### config.mk
export PLATFORM = sky130hd
export DESIGN_NAME = pm_ctrl_reg
export DESIGN_NICKNAME = d
export VERILOG_FILES = /design/src/rtl/pmcr_pkg.sv /design/src/rtl/pm_state_ctl.sv /design/src/rtl/pme_ctl.sv /design/src/rtl/link_lat.sv /design/src/rtl/pm_ctrl_reg.sv
export SDC_FILE = /design/constraint.sdc
export NUM_CORES = 1
export LEC_CHECK = 0
export BUFFER_PORTS_ARGS = -buffer_cell sky130_fd_sc_hd__buf_2
export CORE_ASPECT_RATIO = 0.7
export CORE_MARGIN = 2
export CORE_UTILIZATION = 24
export CTS_CLUSTER_DIAMETER = 200
export CTS_CLUSTER_SIZE = 10
export DETAILED_ROUTE_END_ITERATION = 8
export GPL_TIMING_DRIVEN = 0
export PLACE_DENSITY = 0.71
export SYNTH_ARGS = -nofsm -noshare
export SYNTH_HDL_FRONTEND = slang
export SYNTH_SLANG_ARGS = --single-unit
export TNS_END_PERCENT = 100
### constraint.sdc
create_clock -name clk -period 0.8 [get_ports clk]
set_clock_uncertainty 0.15 [all_clocks]
set_input_delay 0.24 -clock clk [delete_from_list [all_inputs] [get_ports clk]]
set_output_delay 0.24 -clock clk [all_outputs]
set_load 0.03 [all_outputs]
### src/rtl/pmcr_pkg.sv
package pmcr_pkg;
    typedef enum logic [1:0] {
        PS_D0 = 2'b00,
        PS_D1 = 2'b01,
        PS_D2 = 2'b10,
        PS_D3 = 2'b11
    } pstate_e;

    localparam int STATE_LSB   = 0;
    localparam int PME_EN_BIT  = 8;
    localparam int PME_STS_BIT = 15;
    localparam int LAT_LSB     = 12;
    localparam int LAT_W       = 3;
endpackage

### src/rtl/pm_state_ctl.sv
module pm_state_ctl
    import pmcr_pkg::*;
(
    input  logic       clk,
    input  logic       rst_n,
    input  logic       wr_en,
    input  logic [1:0] wr_code,
    output logic [1:0] state,
    output logic       chg
);
    typedef struct packed {
        logic [1:0] st;
        logic       chg;
    } st_reg_t;

    st_reg_t s_d, s_q;
    logic    code_ok;

    always_comb begin
        code_ok = (wr_code == PS_D0) || (wr_code == PS_D3);
        s_d     = s_q;
        s_d.chg = 1'b0;
        if (wr_en && code_ok) begin
            s_d.st  = wr_code;
            s_d.chg = (wr_code != s_q.st);
        end
    end

    always_ff @(posedge clk) begin
        if (!rst_n) s_q <= '0;
        else        s_q <= s_d;
    end

    assign state = s_q.st;
    assign chg   = s_q.chg;

    // a reserved code leaves the state untouched
    a_r2_rsvd_hold: assert property (@(posedge clk) disable iff (!rst_n)
        (wr_en && (wr_code == PS_D1 || wr_code == PS_D2)) |=> (state == $past(state)));

    // every change of state is announced by the strobe
    a_r6_chg_marks: assert property (@(posedge clk) disable iff (!rst_n)
        (state != $past(state)) |-> chg);

    // strobe never rises without a change of state
    a_r6_chg_real: assert property (@(posedge clk) disable iff (!rst_n)
        chg |-> (state != $past(state)));
endmodule

### src/rtl/pme_ctl.sv
module pme_ctl (
    input  logic clk,
    input  logic rst_n,
    input  logic byte_wr,
    input  logic en_bit,
    input  logic clr_bit,
    input  logic evt,
    input  logic allow,
    output logic pme_en,
    output logic pme_sts
);
    typedef struct packed {
        logic en;
        logic sts;
    } pme_reg_t;

    pme_reg_t p_d, p_q;

    always_comb begin
        p_d = p_q;
        if (byte_wr) begin
            p_d.en = en_bit;
            if (clr_bit) p_d.sts = 1'b0;
        end
        if (evt && allow) p_d.sts = 1'b1;
    end

    always_ff @(posedge clk) begin
        if (!rst_n) p_q <= '0;
        else        p_q <= p_d;
    end

    assign pme_en  = p_q.en;
    assign pme_sts = p_q.sts;

    // an accepted event always leaves status set, even against a clear
    a_r4_evt_wins: assert property (@(posedge clk) disable iff (!rst_n)
        (evt && allow) |=> pme_sts);

    // status cannot rise without an accepted event
    a_r4_no_spurious: assert property (@(posedge clk) disable iff (!rst_n)
        $rose(pme_sts) |-> $past(evt && allow));

    // without a byte-1 write the enable holds
    a_r3_en_hold: assert property (@(posedge clk) disable iff (!rst_n)
        !byte_wr |=> $stable(pme_en));
endmodule

### src/rtl/link_lat.sv
module link_lat #(
    parameter int          LAT_W   = 3,
    parameter logic [2:0]  LAT_OFF = 3'b111,
    parameter logic [2:0]  LAT_ON  = 3'b010
) (
    input  logic             lnk_bit,
    output logic [LAT_W-1:0] lat
);
    always_comb begin
        lat = lnk_bit ? LAT_ON[LAT_W-1:0] : LAT_OFF[LAT_W-1:0];
    end
endmodule

### src/rtl/pm_ctrl_reg.sv
module pm_ctrl_reg
    import pmcr_pkg::*;
#(
    parameter int         DATA_W   = 32,
    parameter logic [3:0] PME_MASK = 4'b1000
) (
    input  logic              clk,
    input  logic              rst_n,
    input  logic              cfg_wr,
    input  logic [DATA_W/8-1:0] cfg_be,
    input  logic [DATA_W-1:0] cfg_wdata,
    input  logic              cfg_rd_sel,
    output logic [DATA_W-1:0] cfg_rdata,
    input  logic              pme_evt,
    input  logic              lnk_ctl_bit,
    output logic [1:0]        pwr_state,
    output logic              state_chg,
    output logic              pme_req
);
    localparam int BE_W = DATA_W / 8;

    logic             st_wr, b1_wr, allow;
    logic             en_q, sts_q;
    logic [LAT_W-1:0] lat;
    logic [DATA_W-1:0] pm_word, cap_word;
    logic             unused_wdata;

    assign st_wr = cfg_wr && cfg_be[0];
    assign b1_wr = cfg_wr && cfg_be[1];

    pm_state_ctl u_state (
        .clk     (clk),
        .rst_n   (rst_n),
        .wr_en   (st_wr),
        .wr_code (cfg_wdata[STATE_LSB+1:STATE_LSB]),
        .state   (pwr_state),
        .chg     (state_chg)
    );

    assign allow = PME_MASK[pwr_state];

    pme_ctl u_pme (
        .clk     (clk),
        .rst_n   (rst_n),
        .byte_wr (b1_wr),
        .en_bit  (cfg_wdata[PME_EN_BIT]),
        .clr_bit (cfg_wdata[PME_STS_BIT]),
        .evt     (pme_evt),
        .allow   (allow),
        .pme_en  (en_q),
        .pme_sts (sts_q)
    );

    link_lat #(.LAT_W(LAT_W)) u_lat (
        .lnk_bit (lnk_ctl_bit),
        .lat     (lat)
    );

    always_comb begin
        pm_word = '0;
        pm_word[STATE_LSB+1:STATE_LSB] = pwr_state;
        pm_word[PME_EN_BIT]            = en_q;
        pm_word[PME_STS_BIT]           = sts_q;
        cap_word = '0;
        cap_word[LAT_LSB+LAT_W-1:LAT_LSB] = lat;
        cfg_rdata = cfg_rd_sel ? cap_word : pm_word;
    end

    assign pme_req      = en_q && sts_q;
    assign unused_wdata = ^{cfg_wdata, cfg_be[BE_W-1:2]};

    // writes without byte 0 leave the power state alone
    a_r3_b0_hold: assert property (@(posedge clk) disable iff (!rst_n)
        !(cfg_wr && cfg_be[0]) |=> $stable(pwr_state));

    // a new wake request is caused by an event or a byte-1 write
    a_r5_req_cause: assert property (@(posedge clk) disable iff (!rst_n)
        $rose(pme_req) |-> ($past(pme_evt) || $past(cfg_wr && cfg_be[1])));

    // a wake event in a state without wake support cannot raise status
    a_r4_masked: assert property (@(posedge clk) disable iff (!rst_n)
        (pme_evt && !PME_MASK[pwr_state] && !cfg_rdata[PME_STS_BIT] && !cfg_rd_sel)
        |=> !$rose(pme_req));
endmodule

==> impl_metrics.csv, run 1 <==
group,metric,value,unit
outcome,status,"complete, but fails checks",
outcome,violations,"negative setup slack",
layout,final-seq-area,111,um^2
synthesis,synthDistinctLibCells,14,
global_route,antenna_found_initial,0,
floorplanning,core.rowCount,13,
synthesis,async_flop_share,0,
layout,insertedDiodeCount,0,
floorplanning,start_util,0.250,
floorplanning,die_y,40.4,um
critical_path,critPathMaxFanout,4,
placed_design,dpl_cell_area,738,um^2
floorplanning,core_area,1820,um^2
global_route,grt_use_total,0.106,
clock_network,clkTransAtPathRegs,50,ps
detailed_routing,via_count,521,
synthesis,synth_area,455,um^2
layout,multi_input_area,330,um^2
floorplanning,die_area,2270,um^2
clock_network,numCtsBuffers,3,
critical_path,arrival,870,ps
placed_design,portBuffers,22,
timing,rsz0062_at_grt,"yes",
detailed_routing,drtIter0Drc,10,
detailed_routing,drt-total-wl,1270,um
detailed_routing,ant_nets,0,
pwr,leakage,0.508,nW
layout,final_core_util,0.534,
layout,post-route-cell-area,973,um^2
placed_design,place_ws,-530,ps
critical_path,startpoint_type,"register",
detailed_routing,drc,0,
timing,setup_tns,-4980,ps
clock_network,clk_latency,240,ps
layout,area_growth_syn_to_layout,114,%
global_route,grt_pass1_vias,417,
floorplanning,die_w,56.1,um
pwr,vdd_drop_max,0.496,mV
clock_network,cts_tree,"yes",
timing,hold_viol,0,
synthesis,avgSynthCellArea,7.47,um^2
critical_path,endpoint_kind,"output port",
critical_path,critPathKind,"register to output port",
pwr,power.density,1130,nW/um^2
synthesis,synth.most_common_cell,"buf_4",
layout,drive_gt1_frac,0.644,
detailed_routing,vias_per_cell,3.72,
timing,drv_slew,0,
synthesis,synthTopCellsByCount,"buf_4, nand2_1, nor2b_1, dfxtp_1, nand3_1",
timing,setup_slack,-462,ps
clock_network,cts_root_buf,"clkbuf_4",
detailed_routing,firstDrtPassIters,4,
clock_network,htreeDepth,1,
synthesis,synth_ff_type,"dfxtp_1",
placed_design,gp_congestion,0.683,
layout,layout.nets,161,
layout,fillers,157,
hold_path,hp-class,"input pin to register",
synthesis,synth_seq_cells,5,
critical_path,required,410,ps
synthesis,synth_area_leaders,"buf_4, dfxtp_1, nor2b_1",
synthesis,synth_top_area_cell,"buf_4",
clock_network,clockBufferDepth,2,
synthesis,synthCells,61,
detailed_routing,wl_per_cell,9.08,um
global_route,grt_max_degree,8,
synthesis,synth_warnings,0,
synthesis,synth_edf_count,0,
synthesis,yosysTopAreaCellShare,0.445,
timing,max_freq,793,MHz
synthesis,ys_seq_area_frac,0.220,
timing,finalSetupViolCount,15,
flow_run,cap_violations,0,
timing,period_minus_slack,1260,ps
global_route,grt_remaining_overflow,0,
clock_network,cts.sinks,5,
floorplanning,io_pins,78,
placed_design,dp_hpwl,881,um
global_route,grt_pass1_wl,1730,um
timing,final.period_utilization,1.58,
[cell type report]
cell class | instances | share of cell area
well taps | 22 | 0.0283
plain buffers | 27 | 0.216
clock buffers | 4 | 0.0270
multi-input cells | 53 | 0.339
flip-flops and latches | 5 | 0.114
repair buffers | 29 | 0.275
[what timing repair did]
item	4_1_cts	5_1_grt
hold buffers	0	0
pin swaps	2	4
setup endpoints to repair	16	16
resized for setup	30	11
setup buffers	7	1
gates cloned	0	0
[state kept, by name, summed over array words and instances, names as in the netlist]
name and cells:
u_pme.pme_en 1, u_pme.pme_sts 1, u_state.chg 1, u_state.state 2
[cell usage in the layout, fill, tap and decap left out]
master,n
o21ai_1,1
nor2b_1,1
o22ai_2,1
dfxtp_4,2
nand2_2,1
a21boi_1,1
nor2b_4,5
a31oi_4,2
clkbuf_1,1
buf_6,18
nand2_1,6
dfxtp_2,3
nor2_1,2
a21oi_2,1
buf_4,28
nand3_1,3
clkbuf_4,3
nand3_2,1
o22ai_1,1
a32oi_1,1
buf_2,9
buf_12,1
conb_1,25
and2_4,1
[power by group]
part,switching (W),internal (W)
Sequential,0.0000106,0.000259
Clock,0.000108,0.000189
Combinational,0.000306,0.000232
[metal layers]
layer | wire length [um] | part of all wire | track usage | vias up
met1 | 433 | 0.34 | 0.0911 | 229
met2 | 711 | 0.56 | 0.218 | 27
li1 | - | - | - | 263
met4 | 12 | 0.0094 | 0.0714 | 0
met3 | 114 | 0.090 | 0.0419 | 2
met5 | 0 | 0 | 0 | -
[logic make-up (layout without fill, tap and decap cells)]
kind of cell / count (synthesis) / after routing / share of synthesized area
simple gates: 20 / 20 / 0.214
buf+inv: 27 / 60 / 0.445
flops: 5 / 5 / 0.220
other cells: 1 / 25 / 0.00823
compound gates: 8 / 8 / 0.113
[worst max-delay path, cell delays in order, from the launching register on]
cell	delay, ps
dfxtp_4	360
nor2b_4	140
buf_6	130
[through the flow]
step | instances | hold slack, ps | total power [W]
6_report | 140 | 116 | 0.00110
5_1_grt | 140 | 113 | 0.00118
4_1_cts | 140 | 112 | 0.00107
3_5_place_dp | 129 | 343 | 0.000693
3_3_place_gp | 129 | 315 | 0.000687
2_1_floorplan | 85 | 211 | 0.000615
[worst paths after layout]
path / cells after the start / slack, ps / startpoint / endpoint
worst max-delay path: 2 / -460 / u_state.state[1]$_SDFFE_PN0P_ / cfg_rdata[1]
worst min-delay path: 3 / 120 / cfg_wdata[1] / u_state.chg$_SDFF_PN0_
worst max register to register: 3 / -220 / u_state.state[0]$_SDFFE_PN0P_ / u_pme.pme_sts$_SDFFE_PN0P_
worst min register to register: 2 / 330 / u_pme.pme_en$_SDFFE_PN0P_ / u_pme.pme_en$_SDFFE_PN0P_
No activity file was read; power rests on OpenSTA's default activity.
==> inputs of run 2 (changes only) <==
--- a/config.mk
+++ b/config.mk
@@ -6,14 +6,15 @@
 export NUM_CORES = 1
 export LEC_CHECK = 0
 export BUFFER_PORTS_ARGS = -buffer_cell sky130_fd_sc_hd__buf_2
+export CELL_PAD_IN_SITES_DETAIL_PLACEMENT = 1
+export CELL_PAD_IN_SITES_GLOBAL_PLACEMENT = 1
 export CORE_ASPECT_RATIO = 0.7
 export CORE_MARGIN = 2
-export CORE_UTILIZATION = 24
+export CORE_UTILIZATION = 13
 export CTS_CLUSTER_DIAMETER = 200
-export CTS_CLUSTER_SIZE = 10
 export DETAILED_ROUTE_END_ITERATION = 8
 export GPL_TIMING_DRIVEN = 0
-export PLACE_DENSITY = 0.71
+export PLACE_DENSITY = 0.68
 export SYNTH_ARGS = -nofsm -noshare
 export SYNTH_HDL_FRONTEND = slang
 export SYNTH_SLANG_ARGS = --single-unit
==> impl_metrics.csv, run 2 (synthesized netlist as in run 1, its figures left out) <==
group,metric,value,unit
hold_path,hold_depth,3,
detailed_routing,wl_met3,75,um
critical_path,r2r_cells,3,
timing,max_freq,814,MHz
placed_design,gp_congestion,0.707,
placed_design,dp_hpwl,1130,um
critical_path,crit_family,"flip-flops",
floorplanning,start_util,0.140,
hold_path,min_to,"u_pme.pme_en$_SDFFE_PN0P_",
critical_path,path_buf_inv,1,
global_route,grt_max_degree,8,
detailed_routing,firstDrtPassIters,2,
timing,rsz0062_at_grt,"yes",
timing,hold_viol,0,
clock_network,clockBufferDepth,2,
floorplanning,die_y,53.5,um
clock_network,numCtsBuffers,3,
pwr,power.density,1240,nW/um^2
critical_path,timing.rr.start,"u_state.state[1]$_SDFFE_PN0P_",
hold_path,hp-class,"input pin to register",
detailed_routing,via_count,517,
detailed_routing,vias_per_cell,3.15,
floorplanning,io_pins,78,
critical_path,required,410,ps
layout,final_cell_mix,"buf_4, conb_1, buf_6",
layout,insertedDiodeCount,0,
timing,setup_slack,-429,ps
layout,final_common_cell,"buf_4",
clock_network,cts.sinks,5,
layout,area_growth_syn_to_layout,122,%
layout,largest_reg_flops,2,
clock_network,cts_root_buf,"clkbuf_8",
detailed_routing,drt-total-wl,1410,um
clock_network,htreeDepth,1,
flow_run,cap_violations,0,
timing,finalSetupViolCount,15,
floorplanning,die_area,4000,um^2
global_route,grt_pass1_wl,1990,um
timing,drv_slew,0,
clock_network,clkTransAtPathRegs,30,ps
detailed_routing,wl_per_cell,8.57,um
critical_path,crit_slowest_cell,"dfxtp_4",
clock_network,clk_latency,220,ps
critical_path,critPathMaxFanout,4,
detailed_routing,highest_layer,"met4",
critical_path,r2r-end,"u_state.state[1]$_SDFFE_PN0P_",
critical_path,path_cells,"nor2b_4 -> buf_6",
detailed_routing,ant_nets,0,
detailed_routing,met2_length,827,um
placed_design,portBuffers,22,
clock_network,cts_hold_buf,0,
critical_path,reg2reg_setup_slack,-210,ps
timing,period_minus_slack,1230,ps
layout,layout.nets,160,
floorplanning,core.rowCount,17,
layout,final_core_util,0.310,
floorplanning,die_w,74.7,um
global_route,grt_remaining_overflow,0,
critical_path,max_stage_delay,350,ps
global_route,grt_pass1_vias,489,
outcome,violations,"negative setup slack",
critical_path,critPathKind,"register to output port",
layout,drive_gt1_frac,0.650,
detailed_routing,drtIter0Drc,7,
timing,final.period_utilization,1.54,
floorplanning,core_area,3250,um^2
detailed_routing,wl_met1,475,um
outcome,status,"complete, but fails checks",
critical_path,startpoint_type,"register",
global_route,grt_use_total,0.0696,
hold_path,hp-start,"cfg_wdata[8]",
pwr,power,0.00126,W
clock_network,cts_tree,"yes",
pwr,vdd_drop_max,0.457,mV
detailed_routing,drc,0,
critical_path,endpoint_kind,"output port",
global_route,antenna_found_initial,0,
critical_path,arrival,840,ps
pwr,leakage,0.515,nW
## run 2: cell count changes in the layout (fill, tap and decap cells not counted), sizes merged
| cell | before | now |
|---|---|---|
| buf | 56 | 55 |
| clkbuf | 4 | 3 |
| clkinv | 0 | 1 |
## run 2: per-layer routing
metal,global-route usage,up-vias
li1,-,261
met1,0.0596,235
met2,0.139,19
met3,0.0229,2
met4,0.0446,0
met5,0,-
## run 2: what timing repair did
action                     4_1_cts  5_1_grt
pin swaps                        3        2
setup endpoints to repair       15       16
buffers inserted                 5        1
resized for setup               31        5
## run 2: cell type report
cell class	count	area [um^2]
fill	398	2240
multi-input combinational	53	319
timing repair buffer	28	264
buffer	27	210
sequential	5	111
tap	47	58.8
clock buffer	3	41.3
clock inverter	1	5.00
## run 2: tightest hold or removal path: stages
cell and delay [ps]:
buf_2 100, nand3_1 60, a21boi_1 60
## run 2: power by group
group / internal (W) / leakage, nW / switching, W / total [W]
sequential: 0.000260 / 0.0436 / 0.00000924 / 0.000269
combinational: 0.000228 / 0.446 / 0.000305 / 0.000533
clock: 0.000334 / 0.0255 / 0.000121 / 0.000455
total: 0.000822 / 0.515 / 0.000435 / 0.00126
## run 2: how the worst max path moves through the flow
stage	startpoint	endpoint	slack (ps)	depth (start not counted)
floorplan	u_state.state[0]$_SDFFE_PN0P_	cfg_rdata[0]	-250	1
global placement	cfg_rd_sel	cfg_rdata[14]	-520	4
detailed placement	cfg_rd_sel	cfg_rdata[14]	-540	4
CTS	u_state.state[1]$_SDFFE_PN0P_	cfg_rdata[1]	-440	2
global route	u_state.state[0]$_SDFFE_PN0P_	cfg_rdata[0]	-470	2
finish	u_state.state[0]$_SDFFE_PN0P_	cfg_rdata[0]	-430	2
## run 2: through the flow
stage	area, um^2	instances	hold slack [ps]	setup slack (ps)	setup TNS (ps)
after floorplan	601	85	211	-252	-1420
after global placement	769	154	315	-517	-3740
after detailed placement	769	154	332	-537	-4020
after CTS	977	163	143	-441	-4450
after global routing	1010	164	152	-469	-4830
final	1010	164	126	-429	-4440
==> inputs of run 3 (changes only) <==
--- a/config.mk
+++ b/config.mk
@@ -14,7 +14,7 @@
 export CTS_CLUSTER_DIAMETER = 200
 export DETAILED_ROUTE_END_ITERATION = 8
 export GPL_TIMING_DRIVEN = 0
-export PLACE_DENSITY = 0.68
+export PLACE_DENSITY = 0.81
 export SYNTH_ARGS = -nofsm -noshare
 export SYNTH_HDL_FRONTEND = slang
 export SYNTH_SLANG_ARGS = --single-unit
==> impl_metrics.csv, run 3 (synthesized netlist as in run 1, its figures left out) <==
group,metric,value,unit
outcome,status,"complete, but fails checks",
outcome,violations,"negative setup slack",
global_route,grt_use_total,0.0739,
layout,largest_reg_flops,2,
layout,post-route-cell-area,1070,um^2
layout,final_cell_mix,"buf_4, conb_1, buf_6",
layout,area_growth_syn_to_layout,134,%
global_route,antenna_found_initial,0,
placed_design,dp_hpwl,1100,um
placed_design,dpl_cell_area,769,um^2
critical_path,critPathKind,"register to output port",
floorplanning,core_area,3250,um^2
detailed_routing,via_count,538,
floorplanning,die_w,74.7,um
clock_network,cts.sinks,5,
clock_network,numCtsBuffers,3,
critical_path,required,410,ps
clock_network,cts_hold_buf,0,
critical_path,max_stage_delay,350,ps
placed_design,portBuffers,22,
pwr,leakage,0.536,nW
layout,final-seq-area,111,um^2
clock_network,cts_root_buf,"clkbuf_8",
timing,setup_tns,-4900,ps
pwr,vdd_drop_max,0.402,mV
timing,final.period_utilization,1.56,
floorplanning,die_area,4000,um^2
flow_run,cap_violations,0,
detailed_routing,drc,0,
critical_path,arrival,860,ps
layout,multi_input_area,332,um^2
timing,hold_viol,0,
detailed_routing,drtIter0Drc,11,
layout,fillers,388,
pwr,power.density,1230,nW/um^2
timing,setup_slack,-448,ps
critical_path,path_cells,"nor2b_4 -> buf_6",
floorplanning,start_util,0.140,
floorplanning,die_y,53.5,um
timing,max_freq,801,MHz
timing,drv_slew,0,
layout,layout.nets,163,
detailed_routing,wl_per_cell,10.1,um
detailed_routing,drt-total-wl,1680,um
floorplanning,core.rowCount,17,
global_route,grt_remaining_overflow,0,
clock_network,cts_tree,"yes",
detailed_routing,vias_per_cell,3.22,
floorplanning,io_pins,78,
hold_path,hp-class,"input pin to register",
critical_path,startpoint_type,"register",
global_route,grt_pass1_wl,2130,um
clock_network,clkTransAtPathRegs,30,ps
timing,finalSetupViolCount,16,
detailed_routing,ant_nets,0,
critical_path,critPathMaxFanout,3,
global_route,grt_pass1_vias,447,
clock_network,clockBufferDepth,2,
detailed_routing,firstDrtPassIters,2,
critical_path,crit_slowest_cell,"dfxtp_2",
layout,final_common_cell,"buf_4",
timing,period_minus_slack,1250,ps
critical_path,endpoint_kind,"output port",
placed_design,gp_congestion,0.713,
layout,drive_gt1_frac,0.667,
clock_network,htreeDepth,1,
clock_network,clk_latency,220,ps
timing,rsz0062_at_grt,"yes",
layout,insertedDiodeCount,0,
global_route,grt_max_degree,8,
==> run 3: through the flow <==
stage	cells	power (W)	utilization	hold slack, ps	setup slack, ps
after CTS	164	0.00124	0.301	149	-443
after detailed placement	154	0.000696	0.236	363	-526
after global placement	154	0.000692	0.236	323	-528
final	167	0.00131	0.328	152	-448
after floorplan	85	0.000615	-	211	-252
after global routing	167	0.00137	0.328	164	-477
==> run 3: worst paths after layout <==
kind / start / end / slack (ps) / depth (start not counted)
worst min register to register: u_pme.pme_en$_SDFFE_PN0P_ / u_pme.pme_en$_SDFFE_PN0P_ / 440 / 3
worst max-delay path: u_pme.pme_en$_SDFFE_PN0P_ / cfg_rdata[8] / -450 / 2
worst min-delay path: cfg_wdata[1] / u_state.chg$_SDFF_PN0_ / 150 / 3
worst max register to register: u_state.state[1]$_SDFFE_PN0P_ / u_pme.pme_sts$_SDFFE_PN0P_ / -290 / 4
==> run 3: worst max-delay path, delay by kind of cell, from the launching register on <==
kind                   cells  cell delay, ps
buffers and inverters      1             130
and+or+nand+nor            1             150
DFF                        1             350
==> run 3: report_power, final <==
group / internal [W] / switching, W / total (W)
Clock: 0.000342 / 0.000128 / 0.000470
Sequential: 0.000260 / 0.0000129 / 0.000273
Combinational: 0.000248 / 0.000317 / 0.000565
Total: 0.000850 / 0.000457 / 0.00131
==> run 3: what timing repair did <==
action	CTS	global route
endpoints found under the setup margin	16	16
gates resized for setup	34	11
buffers inserted	6	5
endpoints found under the hold margin	0	0
pin swaps	2	5
==> run 3: cell type report <==
cell class                      count  share of cell area
Tap cell                           47              0.0552
Multi-Input combinational cell     53               0.311
Clock buffer                        4              0.0423
Timing Repair Buffer               32               0.300
Buffer                             26               0.187
Sequential cell                     5               0.104
==> run 3: routing by layer <==
metal	up-vias	wire length (um)	track usage	part of all wire
met5	-	0	0	0
met4	0	14	0.0357	0.0083
met3	2	101	0.0248	0.060
met2	20	888	0.122	0.53
met1	249	677	0.0861	0.40
li1	267	-	-	-
